--- src/rtl/txarb_pkg.sv ---
package txarb_pkg;

  typedef enum logic [2:0] {
    MB_OFF   = 3'd0,
    MB_RX    = 3'd1,
    MB_RXOVR = 3'd2,
    MB_TX    = 3'd3,
    MB_CONS  = 3'd4,
    MB_PROD  = 3'd5
  } mb_mode_e;

  typedef enum logic [2:0] {
    SEL_MODE  = 3'd0,
    SEL_IDENT = 3'd1,
    SEL_DLO   = 3'd2,
    SEL_DHI   = 3'd3,
    SEL_CTRL  = 3'd4,
    SEL_MASK  = 3'd5,
    SEL_PEND  = 3'd6,
    SEL_NONE  = 3'd7
  } reg_sel_e;

  typedef enum logic [1:0] {
    ST_IDLE   = 2'd0,
    ST_OFFER  = 2'd1,
    ST_FLIGHT = 2'd2
  } arb_state_e;

  localparam int CTRL_REQ_BIT = 23;
  localparam int CTRL_RTR_BIT = 20;
  localparam int STAT_RDY_BIT = 23;
  localparam int STAT_ABT_BIT = 22;
  localparam int IDENT_EXT_BIT = 29;

  // right-aligned frame ID from an identifier register value
  function automatic logic [28:0] ident_to_id(input logic [29:0] r);
    if (r[IDENT_EXT_BIT]) return r[28:0];
    return {18'd0, r[28:18]};
  endfunction

  function automatic logic [31:0] mode_word(input mb_mode_e m, input logic [3:0] p);
    logic [31:0] w;
    w = '0;
    w[26:24] = m;
    w[19:16] = p;
    return w;
  endfunction

  function automatic logic [31:0] status_word(input logic rdy, input logic abt,
                                              input logic rtr, input logic [3:0] dlc);
    logic [31:0] w;
    w = '0;
    w[STAT_RDY_BIT] = rdy;
    w[STAT_ABT_BIT] = abt;
    w[CTRL_RTR_BIT] = rtr;
    w[19:16] = dlc;
    return w;
  endfunction

endpackage

--- src/rtl/txarb_slot.sv ---
module txarb_slot
  import txarb_pkg::*;
#(
  parameter int PRIO_W = 4
) (
  input  logic              clk,
  input  logic              rst_n,
  input  logic              wr_mode,
  input  logic              wr_ident,
  input  logic              wr_dlo,
  input  logic              wr_dhi,
  input  logic              wr_ctrl,
  input  mb_mode_e          mode_in,
  input  logic [PRIO_W-1:0] prio_in,
  input  logic [29:0]       ident_in,
  input  logic [31:0]       word_in,
  input  logic              req_in,
  input  logic              rtr_in,
  input  logic [3:0]        dlc_in,
  input  logic              res_done,
  input  logic              res_abort,
  output mb_mode_e          mode_o,
  output logic [PRIO_W-1:0] prio_o,
  output logic [29:0]       ident_o,
  output logic [31:0]       dlo_o,
  output logic [31:0]       dhi_o,
  output logic [3:0]        dlc_o,
  output logic              rtr_o,
  output logic              ready_o,
  output logic              abort_o,
  output logic              pend_o,
  output logic              arm_req_o
);

  mb_mode_e          mode_q;
  logic [PRIO_W-1:0] prio_q;
  logic [29:0]       ident_q;
  logic [31:0]       dlo_q, dhi_q;
  logic [3:0]        dlc_q;
  logic              rtr_q, ready_q, abort_q, pend_q;

  // named events for the checks below
  logic is_tx, armed, cfg_evt, ident_evt, arm_evt;
  assign is_tx     = (mode_q == MB_TX);
  assign armed     = !ready_q;
  assign cfg_evt   = wr_mode && ready_q;
  assign ident_evt = wr_ident && !is_tx;
  assign arm_evt   = wr_ctrl && req_in && is_tx && ready_q;

  always_ff @(posedge clk) begin
    if (!rst_n) begin
      mode_q  <= MB_OFF;
      prio_q  <= '0;
      ident_q <= '0;
      dlo_q   <= '0;
      dhi_q   <= '0;
      dlc_q   <= '0;
      rtr_q   <= 1'b0;
      ready_q <= 1'b1;
      abort_q <= 1'b0;
      pend_q  <= 1'b0;
    end else begin
      if (cfg_evt) begin
        mode_q <= mode_in;
        prio_q <= prio_in;
      end
      if (ident_evt) ident_q <= ident_in;
      if (wr_dlo && !armed) dlo_q <= word_in;
      if (wr_dhi && !armed) dhi_q <= word_in;
      if (arm_evt) begin
        dlc_q   <= dlc_in;
        rtr_q   <= rtr_in;
        ready_q <= 1'b0;
        abort_q <= 1'b0;
        pend_q  <= 1'b0;
      end
      if (res_done) begin
        ready_q <= 1'b1;
        abort_q <= 1'b0;
        pend_q  <= 1'b1;
      end else if (res_abort) begin
        ready_q <= 1'b1;
        abort_q <= 1'b1;
        pend_q  <= 1'b1;
      end
    end
  end

  assign mode_o    = mode_q;
  assign prio_o    = prio_q;
  assign ident_o   = ident_q;
  assign dlo_o     = dlo_q;
  assign dhi_o     = dhi_q;
  assign dlc_o     = dlc_q;
  assign rtr_o     = rtr_q;
  assign ready_o   = ready_q;
  assign abort_o   = abort_q;
  assign pend_o    = pend_q;
  assign arm_req_o = armed && is_tx;

  assert_cfg_frozen_R2: assert property (@(posedge clk) disable iff (!rst_n)
    armed |=> ($stable(prio_q) && $stable(mode_q)));
  assert_ident_locked_R4: assert property (@(posedge clk) disable iff (!rst_n)
    (wr_ident && is_tx) |=> $stable(ident_q));
  assert_arm_clears_R5: assert property (@(posedge clk) disable iff (!rst_n)
    arm_evt |=> (!ready_q && !pend_q && !abort_q));
  assert_done_status_R9: assert property (@(posedge clk) disable iff (!rst_n)
    res_done |=> (ready_q && !abort_q && pend_q));
  assert_abort_status_R10: assert property (@(posedge clk) disable iff (!rst_n)
    res_abort |=> (ready_q && abort_q && pend_q));

endmodule

--- src/rtl/txarb_pick.sv ---
module txarb_pick #(
  parameter int N      = 4,
  parameter int PRIO_W = 4,
  localparam int IDX_W = (N > 1) ? $clog2(N) : 1
) (
  input  logic                        clk,
  input  logic                        rst_n,
  input  logic [N-1:0]                req,
  input  logic [N-1:0][PRIO_W-1:0]    prio,
  output logic                        gnt_any,
  output logic [IDX_W-1:0]            gnt_idx
);

  logic [PRIO_W-1:0] best;

  // strict comparison keeps the lower index on equal urgency
  always_comb begin
    gnt_any = 1'b0;
    gnt_idx = '0;
    best    = '1;
    for (int i = 0; i < N; i++) begin
      if (req[i] && (!gnt_any || prio[i] < best)) begin
        gnt_any = 1'b1;
        gnt_idx = IDX_W'(i);
        best    = prio[i];
      end
    end
  end

  assert_grant_armed_R6: assert property (@(posedge clk) disable iff (!rst_n)
    gnt_any |-> req[gnt_idx]);

  for (genvar g = 0; g < N; g++) begin : g_chk
    assert_urgency_R6: assert property (@(posedge clk) disable iff (!rst_n)
      (req[g] && gnt_any) |-> (prio[gnt_idx] <= prio[g]));
    assert_tie_low_R7: assert property (@(posedge clk) disable iff (!rst_n)
      (req[g] && gnt_any && prio[g] == prio[gnt_idx]) |-> (gnt_idx <= IDX_W'(g)));
  end

endmodule

--- src/rtl/txarb_seq.sv ---
module txarb_seq
  import txarb_pkg::*;
#(
  parameter int N = 4,
  localparam int IDX_W = (N > 1) ? $clog2(N) : 1
) (
  input  logic             clk,
  input  logic             rst_n,
  input  logic             gnt_any,
  input  logic [IDX_W-1:0] gnt_idx,
  input  logic             tx_ready,
  input  logic             tx_done,
  input  logic             tx_abort,
  output logic             tx_valid,
  output logic [IDX_W-1:0] cur_idx,
  output logic [N-1:0]     res_done_vec,
  output logic [N-1:0]     res_abort_vec
);

  arb_state_e state_q;
  logic       pick_evt, hand_evt, end_evt;

  assign pick_evt = (state_q == ST_IDLE) && gnt_any;
  assign hand_evt = (state_q == ST_OFFER) && tx_ready;
  assign end_evt  = (state_q == ST_FLIGHT) && (tx_done || tx_abort);

  always_ff @(posedge clk) begin
    if (!rst_n) begin
      state_q <= ST_IDLE;
      cur_idx <= '0;
    end else begin
      case (state_q)
        ST_IDLE:   if (pick_evt) begin
                     cur_idx <= gnt_idx;
                     state_q <= ST_OFFER;
                   end
        ST_OFFER:  if (hand_evt) state_q <= ST_FLIGHT;
        ST_FLIGHT: if (end_evt) state_q <= ST_IDLE;
        default:   state_q <= ST_IDLE;
      endcase
    end
  end

  assign tx_valid = (state_q == ST_OFFER);

  always_comb begin
    for (int i = 0; i < N; i++) begin
      res_done_vec[i]  = end_evt && tx_done && (cur_idx == IDX_W'(i));
      res_abort_vec[i] = end_evt && !tx_done && (cur_idx == IDX_W'(i));
    end
  end

  assert_offer_held_R8: assert property (@(posedge clk) disable iff (!rst_n)
    (tx_valid && !tx_ready) |=> (tx_valid && $stable(cur_idx)));
  assert_offer_ends_R8: assert property (@(posedge clk) disable iff (!rst_n)
    (tx_valid && tx_ready) |=> !tx_valid);
  assert_single_result_R9: assert property (@(posedge clk) disable iff (!rst_n)
    $onehot0(res_done_vec | res_abort_vec));

endmodule

--- src/rtl/tx_mailbox_arbiter.sv ---
module tx_mailbox_arbiter
  import txarb_pkg::*;
#(
  parameter int NUM_MB  = 4,
  parameter int MB_BASE = 12,
  parameter int PRIO_W  = 4,
  localparam int MB_W   = (NUM_MB > 1) ? $clog2(NUM_MB) : 1
) (
  input  logic            clk,
  input  logic            rst_n,
  input  logic            reg_wr,
  input  logic [MB_W+2:0] reg_addr,
  input  logic [31:0]     reg_wdata,
  output logic [31:0]     reg_rdata,
  output logic            tx_valid,
  input  logic            tx_ready,
  output logic [MB_W-1:0] tx_mb,
  output logic [28:0]     tx_ident,
  output logic            tx_ext,
  output logic            tx_rtr,
  output logic [3:0]      tx_dlc,
  output logic [63:0]     tx_data,
  input  logic            tx_done,
  input  logic            tx_abort,
  output logic            irq
);

  logic [MB_W-1:0] mb_sel;
  reg_sel_e        rsel;
  assign mb_sel = reg_addr[MB_W+2:3];
  assign rsel   = reg_sel_e'(reg_addr[2:0]);

  mb_mode_e [NUM_MB-1:0]          mode_a;
  logic [NUM_MB-1:0][PRIO_W-1:0]  prio_a;
  logic [NUM_MB-1:0][29:0]        ident_a;
  logic [NUM_MB-1:0][31:0]        dlo_a, dhi_a;
  logic [NUM_MB-1:0][3:0]         dlc_a;
  logic [NUM_MB-1:0]              rtr_a, ready_a, abort_a, pend_v, req_v;
  logic [NUM_MB-1:0]              res_done_v, res_abort_v;
  logic [NUM_MB-1:0]              mask_q;

  for (genvar g = 0; g < NUM_MB; g++) begin : g_slot
    logic hit;
    assign hit = reg_wr && (mb_sel == MB_W'(g));
    txarb_slot #(.PRIO_W(PRIO_W)) u_slot (
      .clk       (clk),
      .rst_n     (rst_n),
      .wr_mode   (hit && rsel == SEL_MODE),
      .wr_ident  (hit && rsel == SEL_IDENT),
      .wr_dlo    (hit && rsel == SEL_DLO),
      .wr_dhi    (hit && rsel == SEL_DHI),
      .wr_ctrl   (hit && rsel == SEL_CTRL),
      .mode_in   (mb_mode_e'(reg_wdata[26:24])),
      .prio_in   (reg_wdata[16 +: PRIO_W]),
      .ident_in  (reg_wdata[29:0]),
      .word_in   (reg_wdata),
      .req_in    (reg_wdata[CTRL_REQ_BIT]),
      .rtr_in    (reg_wdata[CTRL_RTR_BIT]),
      .dlc_in    (reg_wdata[19:16]),
      .res_done  (res_done_v[g]),
      .res_abort (res_abort_v[g]),
      .mode_o    (mode_a[g]),
      .prio_o    (prio_a[g]),
      .ident_o   (ident_a[g]),
      .dlo_o     (dlo_a[g]),
      .dhi_o     (dhi_a[g]),
      .dlc_o     (dlc_a[g]),
      .rtr_o     (rtr_a[g]),
      .ready_o   (ready_a[g]),
      .abort_o   (abort_a[g]),
      .pend_o    (pend_v[g]),
      .arm_req_o (req_v[g])
    );
  end

  logic            gnt_any;
  logic [MB_W-1:0] gnt_idx, cur_idx;

  txarb_pick #(.N(NUM_MB), .PRIO_W(PRIO_W)) u_pick (
    .clk     (clk),
    .rst_n   (rst_n),
    .req     (req_v),
    .prio    (prio_a),
    .gnt_any (gnt_any),
    .gnt_idx (gnt_idx)
  );

  txarb_seq #(.N(NUM_MB)) u_seq (
    .clk           (clk),
    .rst_n         (rst_n),
    .gnt_any       (gnt_any),
    .gnt_idx       (gnt_idx),
    .tx_ready      (tx_ready),
    .tx_done       (tx_done),
    .tx_abort      (tx_abort),
    .tx_valid      (tx_valid),
    .cur_idx       (cur_idx),
    .res_done_vec  (res_done_v),
    .res_abort_vec (res_abort_v)
  );

  always_ff @(posedge clk) begin
    if (!rst_n) mask_q <= '0;
    else if (reg_wr && rsel == SEL_MASK) mask_q <= reg_wdata[MB_BASE +: NUM_MB];
  end

  always_comb begin
    case (rsel)
      SEL_MODE:  reg_rdata = mode_word(mode_a[mb_sel], 4'(prio_a[mb_sel]));
      SEL_IDENT: reg_rdata = {2'b00, ident_a[mb_sel]};
      SEL_DLO:   reg_rdata = dlo_a[mb_sel];
      SEL_DHI:   reg_rdata = dhi_a[mb_sel];
      SEL_CTRL:  reg_rdata = status_word(ready_a[mb_sel], abort_a[mb_sel],
                                         rtr_a[mb_sel], dlc_a[mb_sel]);
      SEL_MASK:  reg_rdata = 32'(mask_q) << MB_BASE;
      SEL_PEND:  reg_rdata = 32'(pend_v) << MB_BASE;
      default:   reg_rdata = '0;
    endcase
  end

  assign tx_mb    = cur_idx;
  assign tx_ident = ident_to_id(ident_a[cur_idx]);
  assign tx_ext   = ident_a[cur_idx][IDENT_EXT_BIT];
  assign tx_rtr   = rtr_a[cur_idx];
  assign tx_dlc   = dlc_a[cur_idx];
  assign tx_data  = {dhi_a[cur_idx], dlo_a[cur_idx]};
  assign irq      = |(pend_v & mask_q);

  assert_frame_steady_R8: assert property (@(posedge clk) disable iff (!rst_n)
    (tx_valid && !tx_ready) |=> ($stable(tx_ident) && $stable(tx_data) && $stable(tx_dlc)));
  assert_offer_is_armed_R12: assert property (@(posedge clk) disable iff (!rst_n)
    tx_valid |-> !ready_a[cur_idx]);
  assert_irq_source_R11: assert property (@(posedge clk) disable iff (!rst_n)
    irq |-> (|pend_v));

endmodule

--- config.mk ---
export PLATFORM = sky130hd
export DESIGN_NAME = tx_mailbox_arbiter
export DESIGN_NICKNAME = d
export VERILOG_FILES = /design/src/rtl/txarb_pkg.sv /design/src/rtl/txarb_slot.sv /design/src/rtl/txarb_pick.sv /design/src/rtl/txarb_seq.sv /design/src/rtl/tx_mailbox_arbiter.sv
export SDC_FILE = /design/constraint.sdc
export NUM_CORES = 1
export LEC_CHECK = 0
export ABC_AREA = 0
export BUFFER_PORTS_ARGS = -buffer_cell sky130_fd_sc_hd__buf_2
export CAP_MARGIN = 20
export CORE_UTILIZATION = 45
export CTS_CLUSTER_SIZE = 10
export DETAILED_ROUTE_END_ITERATION = 6
export PLACE_DENSITY = 0.62
export SLEW_MARGIN = 25
export SYNTH_ARGS = -nofsm -noshare
export SYNTH_HDL_FRONTEND = slang
export SYNTH_HIERARCHICAL = 1
export SYNTH_SLANG_ARGS = --single-unit
--- constraint.sdc ---
create_clock -name clk -period 6.9 [get_ports clk]
set_clock_uncertainty 0.2 [all_clocks]
set_input_delay 0.345 -clock clk [delete_from_list [all_inputs] [get_ports clk]]
set_output_delay 0.345 -clock clk [all_outputs]
set_load 0.02 [all_outputs]
# After elaboration in Yosys (flattened, before gate mapping)
# Index checks and enable logic that the tools add are counted.
[word_totals]
ff_bits = 444
in_bits = 43
output_inout_bits = 135
[classes]
n_lt_le_gt_ge = 5
n_eq_ne = 21
muxes = 58
n_bitwise = 2
n_reduce_logical = 112
[ops]
columns = ["cell", "n"]
rows = [
  ["$bmux W32 S2", 4],
  ["$pmux W32 S7", 1],
  ["$mux W32", 4],
  ["$bmux W30 S2", 2],
  ["$logic_and A1 B1 Y1", 73],
  ["$mux W30", 2],
  ["$mux W29", 2],
  ["$bmux W4 S2", 3],
  ["$mux W4", 6],
  ["$mux W1", 22],
  ["$eq A3 B2 Y1 const B", 6],
  ["$logic_not A1 Y1", 12],
  ["$lt A4 B4 Y1", 3],
  ["$reduce_bool A3 Y1", 4],
  ["$reduce_or A3 Y1", 4],
  ["$eq A2 B2 Y1 const B", 5],
  ["$mux W2", 5],
  ["$eq A3 B3 Y1 const B", 3],
  ["$bmux W1 S2", 4],
  ["$reduce_bool A2 Y1", 4],
  ["$reduce_or A2 Y1", 4],
  ["$bmux W3 S2", 1],
  ["$eq A2 B1 Y1 const B", 3],
  ["$logic_not A2 Y1", 3],
  ["other kinds (12)", 18],
]

# Depth between registers and ports, before layout
[depth]
depth_word = 18
mapped_depth = 25
ltp_nobuf = 24

# Cells and area by module
# The synthesis kept the hierarchy.
[modules_own_cells]
columns = ["mod", "instances", "cells_each", "area_per_inst_um2", "seq_area_each_um2"]
rows = [
  ["txarb_slot", 4, 483, 4214.0, 2182.1],
  ["tx_mailbox_arbiter", 1, 540, 6610.1, 80.1],
  ["txarb_pick", 1, 71, 539.3, 0.0],
  ["txarb_seq", 1, 32, 241.5, 80.1],
]

# Worst setup path before layout
# Ideal clock, no wire load.
[synth_path]
path_kind = "flip-flop to flip-flop"
start = "register g_slot[0].u_slot.ready_q"
end = "register u_seq.cur_idx[0]"
setup_ns = 0.072
arrival_time_ns = 4.132
required_ns = 6.628
setup_slack_ns = 2.496
path_stages_with_launch = 26
n_path_buf = 2
period_less_slack_ns = 4.404
path_cell_list = "dfxtp_1 -> buf_2 -> nor2_1 -> buf_2 -> nor2b_1 -> ha_1 -> nand3b_1 -> a31oi_1 -> o21bai_4 -> nand2_1 -> o21ai_0 -> ha_1 -> o2111ai_1 -> a21oi_1 -> mux2_4 -> nor2_4 -> mux2_4 -> ha_1 -> nand2_1 -> and3_1 -> o311ai_0 -> nor2_1 -> o21ai_1 -> o2111ai_1 -> nand2_1 -> mux2i_1"
[synth_lines]
columns = ["item", "line", "rtl"]
rows = [
  ["start: declaration", "txarb_slot.sv:40", "logic rtr_q, ready_q, abort_q, pend_q;"],
  ["start signal: assignment", "txarb_slot.sv:59", "ready_q <= 1'b1;"],
  ["start signal: assignment", "txarb_slot.sv:73", "ready_q <= 1'b0;"],
  ["start signal: assignment", "txarb_slot.sv:78", "ready_q <= 1'b1;"],
  ["$logic_not A1 Y1 (*)", "txarb_slot.sv:45", "assign armed = !ready_q;"],
  ["$logic_and A1 B1 Y1 (*)", "txarb_slot.sv:99", "assign arm_req_o = armed && is_tx;"],
  ["net req_v[0]", "tx_mailbox_arbiter.sv:38", "logic [NUM_MB-1:0] rtr_a, ready_a, abort_a, pend_v, req_v;"],
  ["$mux W4 or $mux W1 (tied branches)", "txarb_pick.sv:22", "if (req[i] && (!gnt_any || prio[i] < best)) begin"],
  ["$lt A4 B4 Y1 or $logic_not A1 Y1 (tied branches)", "txarb_pick.sv:22", ""],
  ["$logic_or A1 B1 Y1", "txarb_pick.sv:22", ""],
  ["$logic_and A1 B1 Y1", "txarb_pick.sv:22", ""],
  ["$mux W4 or $mux W1 (tied branches)", "txarb_pick.sv:22", ""],
  ["$lt A4 B4 Y1 or $logic_not A1 Y1 (tied branches)", "txarb_pick.sv:22", ""],
  ["$logic_or A1 B1 Y1", "txarb_pick.sv:22", ""],
  ["$logic_and A1 B1 Y1", "txarb_pick.sv:22", ""],
  ["$mux W4 or $mux W1 (tied branches)", "txarb_pick.sv:22", ""],
  ["$lt A4 B4 Y1 or $logic_not A1 Y1 (tied branches)", "txarb_pick.sv:22", ""],
  ["$logic_or A1 B1 Y1", "txarb_pick.sv:22", ""],
  ["$logic_and A1 B1 Y1", "txarb_pick.sv:22", ""],
  ["$mux W2 (*)", "txarb_pick.sv:22", ""],
  ["net gnt_idx[0]", "tx_mailbox_arbiter.sv:77", "logic [MB_W-1:0] gnt_idx, cur_idx;"],
  ["end signal: assignment", "txarb_seq.sv:34", "cur_idx <= gnt_idx;"],
  ["end: declaration", "txarb_seq.sv:15", "output logic [IDX_W-1:0] cur_idx,"],
]
# Mark *: on every way through the listed nets, which the timed path passes. The rest lies on a longest branch.
# A chain may end at the register's enable or synchronous reset.

# Final worst setup path
# Same ends and word-level chain as after synthesis.

==> reports/results.md <==
### Drt
• DRC Markers: 26
• total number of vias: 20100
• post-route ant nets: 0
• routed length on met3: 6690 um
• metal1 wirelength: 35700 um
• mean number of vias per cell: 5.98
• highest signal layer in the routed design: met4
• Starting DRT DRC Count: 2023
• detail-routed net length per standard cell: 24.7 um
• total wire length: 82700 um
• met2 wirelength from detailed routing: 37500 um
• 1st-pass router iterations: 7

### STA
• number of setup violations in the final report: 0
• Tmin final: 5.29 ns
• period utilization: 76.7%
• Worst Hold Slack: 0.0394 ns
• transition at the pin with the smallest max-transition slack: 1.04 ns
• setup slack of the critical path after layout: 1.61 ns
• f_max: 189 MHz
• unrepaired setup endpoints after global routing: false
• Final Hold Fails: 0
• Total Neg Setup Slack: 0 ns
• max-slew violation count: 0
• worst-case headroom to the max-slew limit: 30.3%

### Critical path
• startpoint kind of the worst setup timing path: flop
• critical-path maximum fanout: 16
• depth of the worst register-to-register path: 22
• crit path DAT: 5.60 ns
• endpoint type of the worst setup path: flop
• end of the worst register-to-register path: u_seq/cur_idx[0]$_SDFFE_PN0P_
• worst endpoint required time: 7.21 ns
• register-to-register path setup slack: 1.61 ns
• launching point of the worst reg2reg path: g_slot[0].u_slot/ready_o$_SDFFE_PP1P_
• Worst Setup Path Type: reg -> reg

### Logic synthesis
• Gate Count Post-Synth: 2575
• cell types occupying the most area after synthesis: sky130_fd_sc_hd__dfxtp_1 (37%), sky130_fd_sc_hd__mux4_2 (16%), sky130_fd_sc_hd__nand2_1 (14%)
• number of enable flip-flop cells after synthesis: 0
• Synth Flop Type: sky130_fd_sc_hd__dfxtp_1
• synthesized netlist net count: 2625
• post-synthesis instance area: 0.0242 mm^2
• area share of the largest cell type after synthesis: 36.7%
• average instance area after synthesis: 9.42 um^2
• distinct cell type count after synthesis: 65
• cell type with the largest total area after synthesis: sky130_fd_sc_hd__dfxtp_1
• Synth async-reset ratio: 0%
• library cell with the highest instance count after synthesis: sky130_fd_sc_hd__nand2_1
• most used standard cells in the synthesized netlist: sky130_fd_sc_hd__nand2_1 (887), sky130_fd_sc_hd__dfxtp_1 (444), sky130_fd_sc_hd__a21boi_0 (196), sky130_fd_sc_hd__mux2i_1 (175), sky130_fd_sc_hd__mux4_2 (174)
• synthesized flop and latch total: 444
• fraction of the yosys area taken by sequential cells: 36.7%
• warning count from the yosys run: 6

### Global route
• pin count of the biggest net entering global routing: 232
• number of global-route vias before repair: 19100
• initial antenna violation count: 4
• global route overflow: 0
• overall track demand over capacity in global routing: 29.9%
• wire length of the first global-routing pass: 122000 um

### Clock network
• clk slew on worst S/H paths: 0.06 ns
• TritonCTS clock tree: yes
• CTS buffer count: 52
• clock sink count: 444
• count of hold-fix buffers inserted at cts: 28
• H-tree lvl count: 2
• clock buffer depth: 3
• clock insertion delay at the later pin of the skew report: 0.61 ns
• clock root buffer master: sky130_fd_sc_hd__clkbuf_16
• post-CTS setup buffer count: 0
• quantity of gates resized following cts: 0

### Floorplanning
• Vert. Die Dim: 234 um
• horizontal die dimension: 234 um
• initial core utilization: 45.9%
• die area: 0.0548 mm^2
• Std-Cell Core Area: 0.0529 mm^2
• I/O pin count: 178
• total number of placement rows: 84

### Status
• status: finished with violations
• failing checks: DRC

### Flow run
• max-cap violation count: 0

### Layout
• Final nets: 2696
• growth of design area from synthesis to finish: 9.87%
• ratio of cells with drive above 1 in the final layout: 19.4%
• non-filler instance count after layout: 3353
• share of the core filled with cells: 50.4%

### Hold path
• hold crit path type: in -> reg
• instance count along the most critical hold path: 3
• start point of the worst min-delay path: reg_wdata[19]
• Hold Path End: g_slot[0].u_slot/dlo_o[19]$_SDFFE_PN0P_

### Placed design
• pre-CTS setup slack: 1.69 ns
• # port buffers: 177
• HPWL after detailed placement: 51900 um
• post-placement cell count: 3252
• global placer's final weighted congestion: 0.883

### Power
• cell area power density: 205 mW/mm^2
• P_leak: 9.36 nW
• Peak VDD IR: 0.163 mV

## sequential cells by signal, indices dropped and copies added (netlist names)
name,cells
g_slot.u_slot/abort_o,4
g_slot.u_slot/dhi_o,128
g_slot.u_slot/dlc_o,16
g_slot.u_slot/dlo_o,128
g_slot.u_slot/ident_o,120
g_slot.u_slot/mode_o,12
g_slot.u_slot/pend_o,4
g_slot.u_slot/prio_o,16
g_slot.u_slot/ready_o,4
g_slot.u_slot/rtr_o,4
mask_q,4
u_seq/cur_idx,2
u_seq/state_q,2
## area by class of cell
class,count,area [um^2]
fill,4866,26200
multi-input combinational,1906,14000
sequential,444,8900
timing repair buffer,232,1410
clock buffer,66,1370
tap,688,861
clock inverter,5,65.1
inverter,10,37.5
antenna,2,5.00
## cells by family after synthesis
group | share of synthesized area [%]
AO/OA/AOI/OAI | 12.4
XOR/XNOR | 0.0361
adder cells (fa/ha/maj) | 0.408
buffers and inverters | 5.72
flip-flops | 36.7
multiplexers | 25.9
AND/OR/NAND/NOR | 18.8
## metrics by stage
stage / total power [W] / area (um^2)
6_report: 0.00546 / 26600
5_1_grt: 0.00561 / 26600
4_1_cts: 0.00549 / 26600
3_5_place_dp: 0.00301 / 24900
3_3_place_gp: 0.00300 / 24900
2_1_floorplan: 0.00288 / 24200
## critical path: stages (launching register included)
cell and delay (ns):
sky130_fd_sc_hd__dfxtp_1 0.46, sky130_fd_sc_hd__nor2_1 0.62, sky130_fd_sc_hd__nor2b_1 0.27, sky130_fd_sc_hd__ha_1 0.27, sky130_fd_sc_hd__nand3b_1 0.14, sky130_fd_sc_hd__a31oi_1 0.13, sky130_fd_sc_hd__o21bai_4 0.26, sky130_fd_sc_hd__o21ai_0 0.28
sky130_fd_sc_hd__ha_1 0.31, sky130_fd_sc_hd__o2111ai_1 0.12, sky130_fd_sc_hd__a21oi_1 0.10, sky130_fd_sc_hd__mux2_4 0.30, sky130_fd_sc_hd__nor2_4 0.19, sky130_fd_sc_hd__mux2_4 0.32, sky130_fd_sc_hd__ha_1 0.30, sky130_fd_sc_hd__nand2_1 0.09
sky130_fd_sc_hd__and3_1 0.18, sky130_fd_sc_hd__o311ai_0 0.13, sky130_fd_sc_hd__nor2_1 0.11, sky130_fd_sc_hd__o21ai_1 0.09, sky130_fd_sc_hd__o2111ai_1 0.11, sky130_fd_sc_hd__nand2_1 0.07, sky130_fd_sc_hd__mux2i_1 0.16
## how the worst max path moves through the flow
stage	endpoint	slack, ns	start
2_1_floorplan	u_seq/cur_idx[0]$_SDFFE_PN0P_	2.50	g_slot[0].u_slot/ready_o$_SDFFE_PP1P_
3_3_place_gp	u_seq/cur_idx[0]$_SDFFE_PN0P_	1.77	g_slot[0].u_slot/ready_o$_SDFFE_PP1P_
3_5_place_dp	u_seq/cur_idx[0]$_SDFFE_PN0P_	1.69	g_slot[0].u_slot/ready_o$_SDFFE_PP1P_
4_1_cts	u_seq/cur_idx[0]$_SDFFE_PN0P_	1.65	g_slot[0].u_slot/ready_o$_SDFFE_PP1P_
5_1_grt	u_seq/cur_idx[0]$_SDFFE_PN0P_	1.21	g_slot[0].u_slot/ready_o$_SDFFE_PP1P_
6_report	u_seq/cur_idx[0]$_SDFFE_PN0P_	1.61	g_slot[0].u_slot/ready_o$_SDFFE_PP1P_
## per-layer routing
| metal | up-vias | global-route usage, % |
|---|---|---|
| li1 | 9088 | - |
| met3 | 155 | 4.13 |
| met2 | 878 | 46.6 |
| met4 | 0 | 11.3 |
| met5 | - | 0 |
| met1 | 9943 | 41.9 |
## cells in the final DEF (no fill, tap or decap), types with 3 or more instances in the layout
cell                              n
sky130_fd_sc_hd__inv_1           10
sky130_fd_sc_hd__nand3b_1        11
sky130_fd_sc_hd__o21ai_0         22
sky130_fd_sc_hd__nor2_2           5
sky130_fd_sc_hd__or4b_1           3
sky130_fd_sc_hd__buf_4           26
sky130_fd_sc_hd__ha_1             7
sky130_fd_sc_hd__dfxtp_1        442
sky130_fd_sc_hd__and2_4           4
sky130_fd_sc_hd__nand3_1         39
sky130_fd_sc_hd__o31ai_1         16
sky130_fd_sc_hd__mux2_4          15
sky130_fd_sc_hd__nand2_2          4
sky130_fd_sc_hd__nand2_1        883
sky130_fd_sc_hd__a22o_1           5
sky130_fd_sc_hd__a21oi_1          4
sky130_fd_sc_hd__a2111oi_0        3
sky130_fd_sc_hd__clkbuf_16       52
sky130_fd_sc_hd__mux2i_1        175
sky130_fd_sc_hd__a211oi_1        10
sky130_fd_sc_hd__nor2_1          39
sky130_fd_sc_hd__nand2b_1         4
sky130_fd_sc_hd__a22oi_1         13
sky130_fd_sc_hd__a21boi_0       196
sky130_fd_sc_hd__and2_1          27
sky130_fd_sc_hd__clkbuf_1        12
sky130_fd_sc_hd__nor2b_1         42
sky130_fd_sc_hd__mux2_2          35
sky130_fd_sc_hd__nor3_1           9
sky130_fd_sc_hd__a221o_1          3
sky130_fd_sc_hd__a21boi_1        88
sky130_fd_sc_hd__o22ai_1         25
sky130_fd_sc_hd__mux4_2         174
sky130_fd_sc_hd__o21ai_1          5
sky130_fd_sc_hd__dlygate4sd3_1   28
sky130_fd_sc_hd__buf_2          174
sky130_fd_sc_hd__o41ai_1          3
sky130_fd_sc_hd__nand3b_4         4
## power by group
group	internal, W	leakage [nW]	switching, W	total, W
combinational	0.000127	5.07	0.000253	0.000380
sequential	0.00258	3.58	0.0000133	0.00259
clock	0.00141	0.703	0.00108	0.00249
total	0.00412	9.36	0.00134	0.00546
Note: power is estimated with default switching activity, not from simulation.
